<file path="src/rtl/lam_pkg.sv">
package lam_pkg;

  // Strobes from the toggle sequencer to the alarm datapath
  typedef struct packed {
    logic clearAlarms;  // single-cycle request to drop sticky alarms
    logic windowOpen;   // first toggle seen, waiting for second
  } ctrlStrobe_t;

  typedef enum logic {
    ST_IDLE  = 1'b0,
    ST_ARMED = 1'b1
  } seqState_t;

  // Number of bits needed to hold the values 0..limit
  function automatic int unsigned holdBits(int unsigned limit);
    return (limit < 2) ? 1 : $clog2(limit + 1);
  endfunction

endpackage

</file>
<file path="src/rtl/lam_sync.sv">
module lam_sync #(
  parameter int unsigned STAGES = 2
) (
  input  logic clk,
  input  logic rstN,
  input  logic asyncIn,
  output logic syncOut
);

  logic [STAGES-1:0] chain;

  generate
    if (STAGES == 1) begin : g_single
      always_ff @(posedge clk or negedge rstN) begin
        if (!rstN) chain <= '0;
        else       chain <= asyncIn;
      end
    end else begin : g_multi
      always_ff @(posedge clk or negedge rstN) begin
        if (!rstN) chain <= '0;
        else       chain <= {chain[STAGES-2:0], asyncIn};
      end
    end
  endgenerate

  assign syncOut = chain[STAGES-1];

endmodule

</file>
<file path="src/rtl/lam_ctrl.sv">
module lam_ctrl
  import lam_pkg::*;
#(
  parameter int unsigned TOGGLE_WINDOW = 1024
) (
  input  logic        clk,
  input  logic        rstN,
  input  logic        toggleStb,
  output ctrlStrobe_t strb
);

  localparam int unsigned WW = holdBits(TOGGLE_WINDOW - 1);
  localparam logic [WW-1:0] WIN_LAST = WW'(TOGGLE_WINDOW - 1);

  seqState_t state, stateNext;
  logic [WW-1:0] winCnt, winCntNext;

  always_comb begin
    stateNext  = state;
    winCntNext = winCnt;
    strb       = '0;
    unique case (state)
      ST_IDLE: begin
        if (toggleStb) begin
          stateNext  = ST_ARMED;
          winCntNext = '0;
        end
      end
      ST_ARMED: begin
        strb.windowOpen = 1'b1;
        if (toggleStb) begin
          // second toggle wins over a timeout in the same cycle
          strb.clearAlarms = 1'b1;
          stateNext        = ST_IDLE;
        end else if (winCnt == WIN_LAST) begin
          stateNext = ST_IDLE;
        end else begin
          winCntNext = winCnt + 1'b1;
        end
      end
      default: stateNext = ST_IDLE;
    endcase
  end

  always_ff @(posedge clk or negedge rstN) begin
    if (!rstN) begin
      state  <= ST_IDLE;
      winCnt <= '0;
    end else begin
      state  <= stateNext;
      winCnt <= winCntNext;
    end
  end

endmodule

</file>
<file path="src/rtl/lam_datapath.sv">
module lam_datapath
  import lam_pkg::*;
#(
  parameter int unsigned SYNC_STAGES  = 2,
  parameter int unsigned CLK_TIMEOUT  = 64,
  parameter int unsigned DATA_TIMEOUT = 256
) (
  input  logic        clk,
  input  logic        rstN,
  input  logic        serClkIn,
  input  logic        serDataIn,
  input  logic        alarmRstIn,
  input  ctrlStrobe_t strb,
  output logic        toggleStb,
  output logic        lossClkAlarm,
  output logic        lossDataAlarm
);

  localparam int unsigned NUM_IN = 3;
  localparam int unsigned CW = holdBits(CLK_TIMEOUT);
  localparam int unsigned DW = holdBits(DATA_TIMEOUT);
  localparam logic [CW-1:0] CLK_LIMIT  = CW'(CLK_TIMEOUT);
  localparam logic [DW-1:0] DATA_LIMIT = DW'(DATA_TIMEOUT);

  // index 0: serial clock, 1: serial data, 2: alarm-reset pulse
  logic [NUM_IN-1:0] asyncVec, syncVec, prevVec;
  assign asyncVec = {alarmRstIn, serDataIn, serClkIn};

  genvar g;
  generate
    for (g = 0; g < NUM_IN; g++) begin : g_sync
      lam_sync #(.STAGES(SYNC_STAGES)) sync_i (
        .clk     (clk),
        .rstN    (rstN),
        .asyncIn (asyncVec[g]),
        .syncOut (syncVec[g])
      );
    end
  endgenerate

  always_ff @(posedge clk or negedge rstN) begin
    if (!rstN) prevVec <= '0;
    else       prevVec <= syncVec;
  end

  logic clkEdge, bitTick, dataEdge;
  assign clkEdge   = syncVec[0] ^ prevVec[0];
  assign bitTick   = syncVec[0] & ~prevVec[0];
  assign dataEdge  = syncVec[1] ^ prevVec[1];
  assign toggleStb = ~syncVec[2] & prevVec[2];

  // Reference cycles since the last clock edge, saturating at the limit
  logic [CW-1:0] clkIdle;
  always_ff @(posedge clk or negedge rstN) begin
    if (!rstN)                   clkIdle <= '0;
    else if (clkEdge)            clkIdle <= '0;
    else if (clkIdle != CLK_LIMIT) clkIdle <= clkIdle + 1'b1;
  end

  // Bit times since the last data transition, saturating at the limit
  logic [DW-1:0] dataIdle;
  always_ff @(posedge clk or negedge rstN) begin
    if (!rstN)                              dataIdle <= '0;
    else if (dataEdge)                      dataIdle <= '0;
    else if (bitTick && dataIdle != DATA_LIMIT) dataIdle <= dataIdle + 1'b1;
  end

  logic clkLost, dataLost;
  assign clkLost  = (clkIdle == CLK_LIMIT);
  assign dataLost = (dataIdle == DATA_LIMIT);

  // Sticky alarms: a live loss condition overrides a clear request
  always_ff @(posedge clk or negedge rstN) begin
    if (!rstN) begin
      lossClkAlarm  <= 1'b0;
      lossDataAlarm <= 1'b0;
    end else begin
      lossClkAlarm  <= clkLost  | (lossClkAlarm  & ~strb.clearAlarms);
      lossDataAlarm <= dataLost | (lossDataAlarm & ~strb.clearAlarms);
    end
  end

endmodule

</file>
<file path="src/rtl/lam_top.sv">
module lam_top
  import lam_pkg::*;
#(
  parameter int unsigned SYNC_STAGES   = 2,
  parameter int unsigned CLK_TIMEOUT   = 64,
  parameter int unsigned DATA_TIMEOUT  = 256,
  parameter int unsigned TOGGLE_WINDOW = 1024
) (
  input  logic clk,
  input  logic rstN,
  input  logic serClkIn,
  input  logic serDataIn,
  input  logic alarmRstIn,
  output logic lossClkAlarm,
  output logic lossDataAlarm,
  output logic pollWindow
);

  ctrlStrobe_t strb;
  logic        toggleStb;

  lam_ctrl #(.TOGGLE_WINDOW(TOGGLE_WINDOW)) ctrl_i (
    .clk       (clk),
    .rstN      (rstN),
    .toggleStb (toggleStb),
    .strb      (strb)
  );

  lam_datapath #(
    .SYNC_STAGES  (SYNC_STAGES),
    .CLK_TIMEOUT  (CLK_TIMEOUT),
    .DATA_TIMEOUT (DATA_TIMEOUT)
  ) dp_i (
    .clk           (clk),
    .rstN          (rstN),
    .serClkIn      (serClkIn),
    .serDataIn     (serDataIn),
    .alarmRstIn    (alarmRstIn),
    .strb          (strb),
    .toggleStb     (toggleStb),
    .lossClkAlarm  (lossClkAlarm),
    .lossDataAlarm (lossDataAlarm)
  );

  assign pollWindow = strb.windowOpen;

endmodule

</file>
<file path="config.mk">
export PLATFORM = sky130hd
export DESIGN_NAME = lam_top
export DESIGN_NICKNAME = d
export VERILOG_FILES = /design/src/rtl/lam_pkg.sv /design/src/rtl/lam_sync.sv /design/src/rtl/lam_ctrl.sv /design/src/rtl/lam_datapath.sv /design/src/rtl/lam_top.sv
export SDC_FILE = /design/constraint.sdc
export NUM_CORES = 1
export LEC_CHECK = 0
export CORE_ASPECT_RATIO = 1.2
export CORE_MARGIN = 2
export CORE_UTILIZATION = 53
export CTS_CLUSTER_DIAMETER = 100
export CTS_CLUSTER_SIZE = 10
export DETAILED_ROUTE_END_ITERATION = 10
export MAX_ROUTING_LAYER = met4
export PLACE_DENSITY_LB_ADDON = 0.1
export SETUP_SLACK_MARGIN = 0.05
export SYNTH_ARGS = -nofsm -noshare
export SYNTH_HDL_FRONTEND = slang
export SYNTH_SLANG_ARGS = --single-unit
</file>
<file path="constraint.sdc">
create_clock -name clk -period 1.4 [get_ports clk]
set_input_delay 0.28 -clock clk [delete_from_list [all_inputs] [get_ports clk]]
set_output_delay 0.28 -clock clk [all_outputs]
set_load 0.02 [all_outputs]
</file>
==> results.txt <==
----------------------------------------------------
[Timing]
  Crit path time final ... 1580 ps
  Total Negative Setup Slacks ... -1140 ps
  Clock Skew ... 8.18 ps
  Final count of hold timing violations ... 0
  RSZ-0062 raised after global routing ... yes
  Min setup slack post-route ... -177 ps
  Number of pins exceeding their max-slew limit in the final report ... 0
  Final period utilization ... 113%
  Tightest Pin Transition ... 352 ps
  Upper clock frequency limit ... 0.634 GHz
  Max-slew headroom ... roughly three quarters
  Total of endpoints with negative setup slack in the final report ... 12

[Floorplan]
  Placeable core region ... 3280 um^2
  Die ar. ... 3870 um^2
  Die Height ... 67.8 um
  IO Count ... 8
  Die width ... 57.2 um
  FP Rows ... 23
  Effective utilization at floorplan ... 54.8%

[Logic synthesis]
  Fraction of the mapped netlist area in simple logic gates ... around 18%
  Proportion of synthesized flip-flops having asynchronous set or reset ... 100%
  Cell area after synthesis ... 1800 um^2
  Count of synthesis-stage warnings from yosys ... 0
  XOR/XNOR Fraction of Synth Area ... 7.31%
  Compound-gate portion of the synthesized area ... a little over an eighth
  Mean area per synthesized cell ... roughly 11 um^2
  Distinct cell type count after synthesis ... 39
  Combinational family with the most area after synthesis ... simple AND/OR/NAND/NOR gates
  Count of flip-flops with a built-in enable after synthesis ... 0
  Share of the yosys chip area belonging to registers ... between 50% and 60%
  Total of flip-flops plus latches after synthesis ... 38
  Share of cell area taken by muxes after synthesis ... under 10%
  Cell count after synthesis ... 159
  Total nets after synthesis ... 170
  Synth Area in Adders ... 4.18%
  Commonest register cell after synthesis ... sky130_fd_sc_hd__dfrtp_1

[Global route]
  All-layer global routing usage ... approximately a quarter
  Antenna violations before repair ... 0
  Maximum number of pins on one net before global-route repair ... 39
  Wire length of the first global-routing pass ... 7090 um
  GRT overflow ... 0
  Number of global-route vias before repair ... between 1,000 and 1,500

[Run status]
  Violated checks ... negative setup slack
  Result of the run ... finished, violations left

[Placed design]
  Placed cell area ... around 2200 um^2
  Half-perimeter wire length of the detailed placement result ... 2760 um
  Port Buffer Count ... 7
  Post-placement setup slack ... -193 ps
  Final weighted congestion in routability-driven placement ... 0.880

[Power]
  Fraction of power consumed by combinational cells ... about a quarter
  Share of total power in sequential cells ... between 40% and 50%
  Net switching fraction of the power ... 28.7%
  Switching power summed over all nets ... 768 uW
  Int Pwr ... 1.91 mW
  Clock power frac ... 29.3%
  VDD IR max ... roughly 940 uV
  Power density over the cells ... 1050 nW/um^2
  Leak ... 1.13 nW

[Worst setup path]
  R2R depth ... 6
  Setup slack on the worst flop-to-flop path ... -180 ps
  Sort of element at the start of the critical path ... register
  Capturing element type of the critical path ... register
  Destination of the worst register-to-register timing path ... dp_i.dataIdle[1]$_DFFE_PN0P_
  Reg-to-reg critical path startpoint ... dp_i.dataIdle[0]$_DFFE_PN0P_
  Critical path data arrival time ... 1770 ps
  Peak fanout along the critical path ... 3
  Kind of critical path ... register to register
  Required time at the endpoint of the critical path ... 1590 ps

[Clock network]
  Clock tree root buffer cell ... sky130_fd_sc_hd__clkbuf_8
  CTS clock-pin slew for the worst setup and hold paths ... 80 ps
  Maximum level of the CTS H-tree ... 2
  Worst-skew pair later-pin latency ... 300 ps
  Number of CTS-inserted buffers ... 5
  Largest buffer count on any clock path ... 2
  TritonCTS clock tree ... built
  Clock tree sinks ... 38

[Detailed routing]
  DRC Markers ... 0
  Final antenna-violating net count ... 0
  Number of detailed-routing iterations run before antenna repair ... 4
  Vias after detailed routing ... 1,449
  Final wirelength ... roughly 4400 um
  Post-detailed-route via-to-cell ratio ... 5.75
  Number of DRC markers after the initial detailed-route iteration ... 70
  Routed length per placed instance ... 17.6 um

[Layout]
  Number of diodes ... 0
  Core utilization of the finished layout ... 77.8%
  Layout filler cell count ... 203
  Number of nets in the finished design ... 225
  Final Cell Area ... roughly 2600 um^2
  Area delta synth->final ... 42.1%
  Ratio of cells with drive above 1 in the final layout ... between 40% and 50%

[Run]
  Number of maximum-capacitance constraint violations ... 0

[Hold path]
  Hold/Removal Path Class ... input port to asynchronous set/reset pin

----------------------------------------------------
## sequential cells by signal (all words and copies together), names as in the netlist
| name | cells |
|---|---|
| ctrl_i.state | 1 |
| ctrl_i.winCnt | 10 |
| dp_i.clkIdle | 7 |
| dp_i.dataIdle | 9 |
| dp_i.g_sync.sync_i.chain | 6 |
| dp_i.lossClkAlarm | 1 |
| dp_i.lossDataAlarm | 1 |
| dp_i.prevVec | 3 |
## per-stage QoR
| step | power [mW] | instances | hold slack [ps] |
|---|---|---|---|
| after CTS | 2.60 | 247 | 364 |
| after floorplan | 1.51 | 159 | -15.6 |
| after global placement | 1.71 | 232 | 333 |
| final | 2.68 | 252 | 352 |
| after detailed placement | 1.74 | 232 | 336 |
| after global routing | 2.81 | 252 | 370 |
## cell type report
type                       instances  area (um^2)  share of cell area (%)
clock buffer                       7         86.3                    3.38
inverter                           8         30.0                    1.18
clock inverter                     1         5.00                   0.196
timing repair buffer              50          417                    16.3
sequential                        38          951                    37.2
multi-input combinational        111         1020                    39.9
tap                               37         46.3                    1.81
## power groups by stage
stage          Combinational (mW)  Sequential, mW  Clock (mW)
5_1_grt                     0.705            1.25       0.848
2_1_floorplan               0.233            1.27           0
3_5_place_dp                0.483            1.26           0
4_1_cts                     0.564            1.24       0.791
3_3_place_gp                0.455            1.25           0
6_report                    0.650            1.25       0.785
## timing repair
item	CTS	global route
hold buffers	0	0
pin swaps	17	16
resized for setup	32	13
setup buffers	7	6
setup endpoints to repair	16	24
## logic make-up after synthesis
| kind of cell | Yosys count |
|---|---|
| simple gates | 55 |
| flops | 38 |
| compound gates | 31 |
| xor+xnor | 15 |
| buf+inv | 10 |
| fa+ha+maj | 6 |
| mux | 4 |
## worst max-delay path, cell delays in order (launching register included)
cell and delay [ps]:
sky130_fd_sc_hd__dfrtp_1 390, sky130_fd_sc_hd__inv_2 60, sky130_fd_sc_hd__ha_1 120, sky130_fd_sc_hd__or4b_4 480, sky130_fd_sc_hd__o21ai_4 170, sky130_fd_sc_hd__mux2i_1 200, sky130_fd_sc_hd__nor2_1 50
## Yosys cell counts, types with 2 or more instances
| library cell | number | area (um^2) |
|---|---|---|
| sky130_fd_sc_hd__a21oi_1 | 8 | 40.0 |
| sky130_fd_sc_hd__a311oi_1 | 2 | 17.5 |
| sky130_fd_sc_hd__and2_1 | 5 | 31.3 |
| sky130_fd_sc_hd__and3_1 | 4 | 25.0 |
| sky130_fd_sc_hd__clkbuf_1 | 2 | 7.51 |
| sky130_fd_sc_hd__dfrtp_1 | 38 | 951 |
| sky130_fd_sc_hd__ha_1 | 6 | 75.1 |
| sky130_fd_sc_hd__inv_1 | 8 | 30.0 |
| sky130_fd_sc_hd__mux2i_1 | 3 | 30.0 |
| sky130_fd_sc_hd__nand2_1 | 9 | 33.8 |
| sky130_fd_sc_hd__nand3_1 | 6 | 30.0 |
| sky130_fd_sc_hd__nand4_1 | 4 | 25.0 |
| sky130_fd_sc_hd__nor2_1 | 13 | 48.8 |
| sky130_fd_sc_hd__nor2b_1 | 4 | 25.0 |
| sky130_fd_sc_hd__nor4_1 | 2 | 12.5 |
| sky130_fd_sc_hd__o21ai_0 | 6 | 30.0 |
| sky130_fd_sc_hd__o21ai_2 | 2 | 17.5 |
| sky130_fd_sc_hd__or4_1 | 2 | 15.0 |
| sky130_fd_sc_hd__or4b_4 | 2 | 27.5 |
| sky130_fd_sc_hd__xnor2_1 | 6 | 52.6 |
| sky130_fd_sc_hd__xor2_1 | 9 | 78.8 |
## worst max-delay path by stage
stage / from / end / slack [ps] / cells after the start
after floorplan: dp_i.dataIdle[0]$_DFFE_PN0P_ / dp_i.dataIdle[1]$_DFFE_PN0P_ / -160 / 6
after global placement: dp_i.dataIdle[0]$_DFFE_PN0P_ / dp_i.dataIdle[1]$_DFFE_PN0P_ / -150 / 6
after detailed placement: dp_i.dataIdle[1]$_DFFE_PN0P_ / dp_i.dataIdle[1]$_DFFE_PN0P_ / -190 / 6
after CTS: dp_i.dataIdle[1]$_DFFE_PN0P_ / dp_i.dataIdle[1]$_DFFE_PN0P_ / -190 / 6
after global routing: dp_i.dataIdle[1]$_DFFE_PN0P_ / dp_i.dataIdle[1]$_DFFE_PN0P_ / -280 / 6
final: dp_i.dataIdle[0]$_DFFE_PN0P_ / dp_i.dataIdle[1]$_DFFE_PN0P_ / -180 / 6
## cells in the final DEF (no fill, tap or decap), drive strengths merged, types with 3 or more instances in the layout
cell type	n
nand4	4
nor2b	4
ha	6
dlygate4sd2	3
xor2	9
clkbuf	7
buf	43
dfrtp	38
inv	8
and3	4
nor2	13
clkdlybuf4s50	4
nand3	8
nand2	9
xnor2	6
o21ai	8
and2	5
a21oi	8
mux2i	3
## per-layer routing
layer / GRT usage, % / wire (um)
met2: 43.5 / 2440
met5: - / 0
met3: 6.51 / 164
met4: 14.0 / 145
met1: 28.6 / 1690
Power figures use the tool's default switching activity.
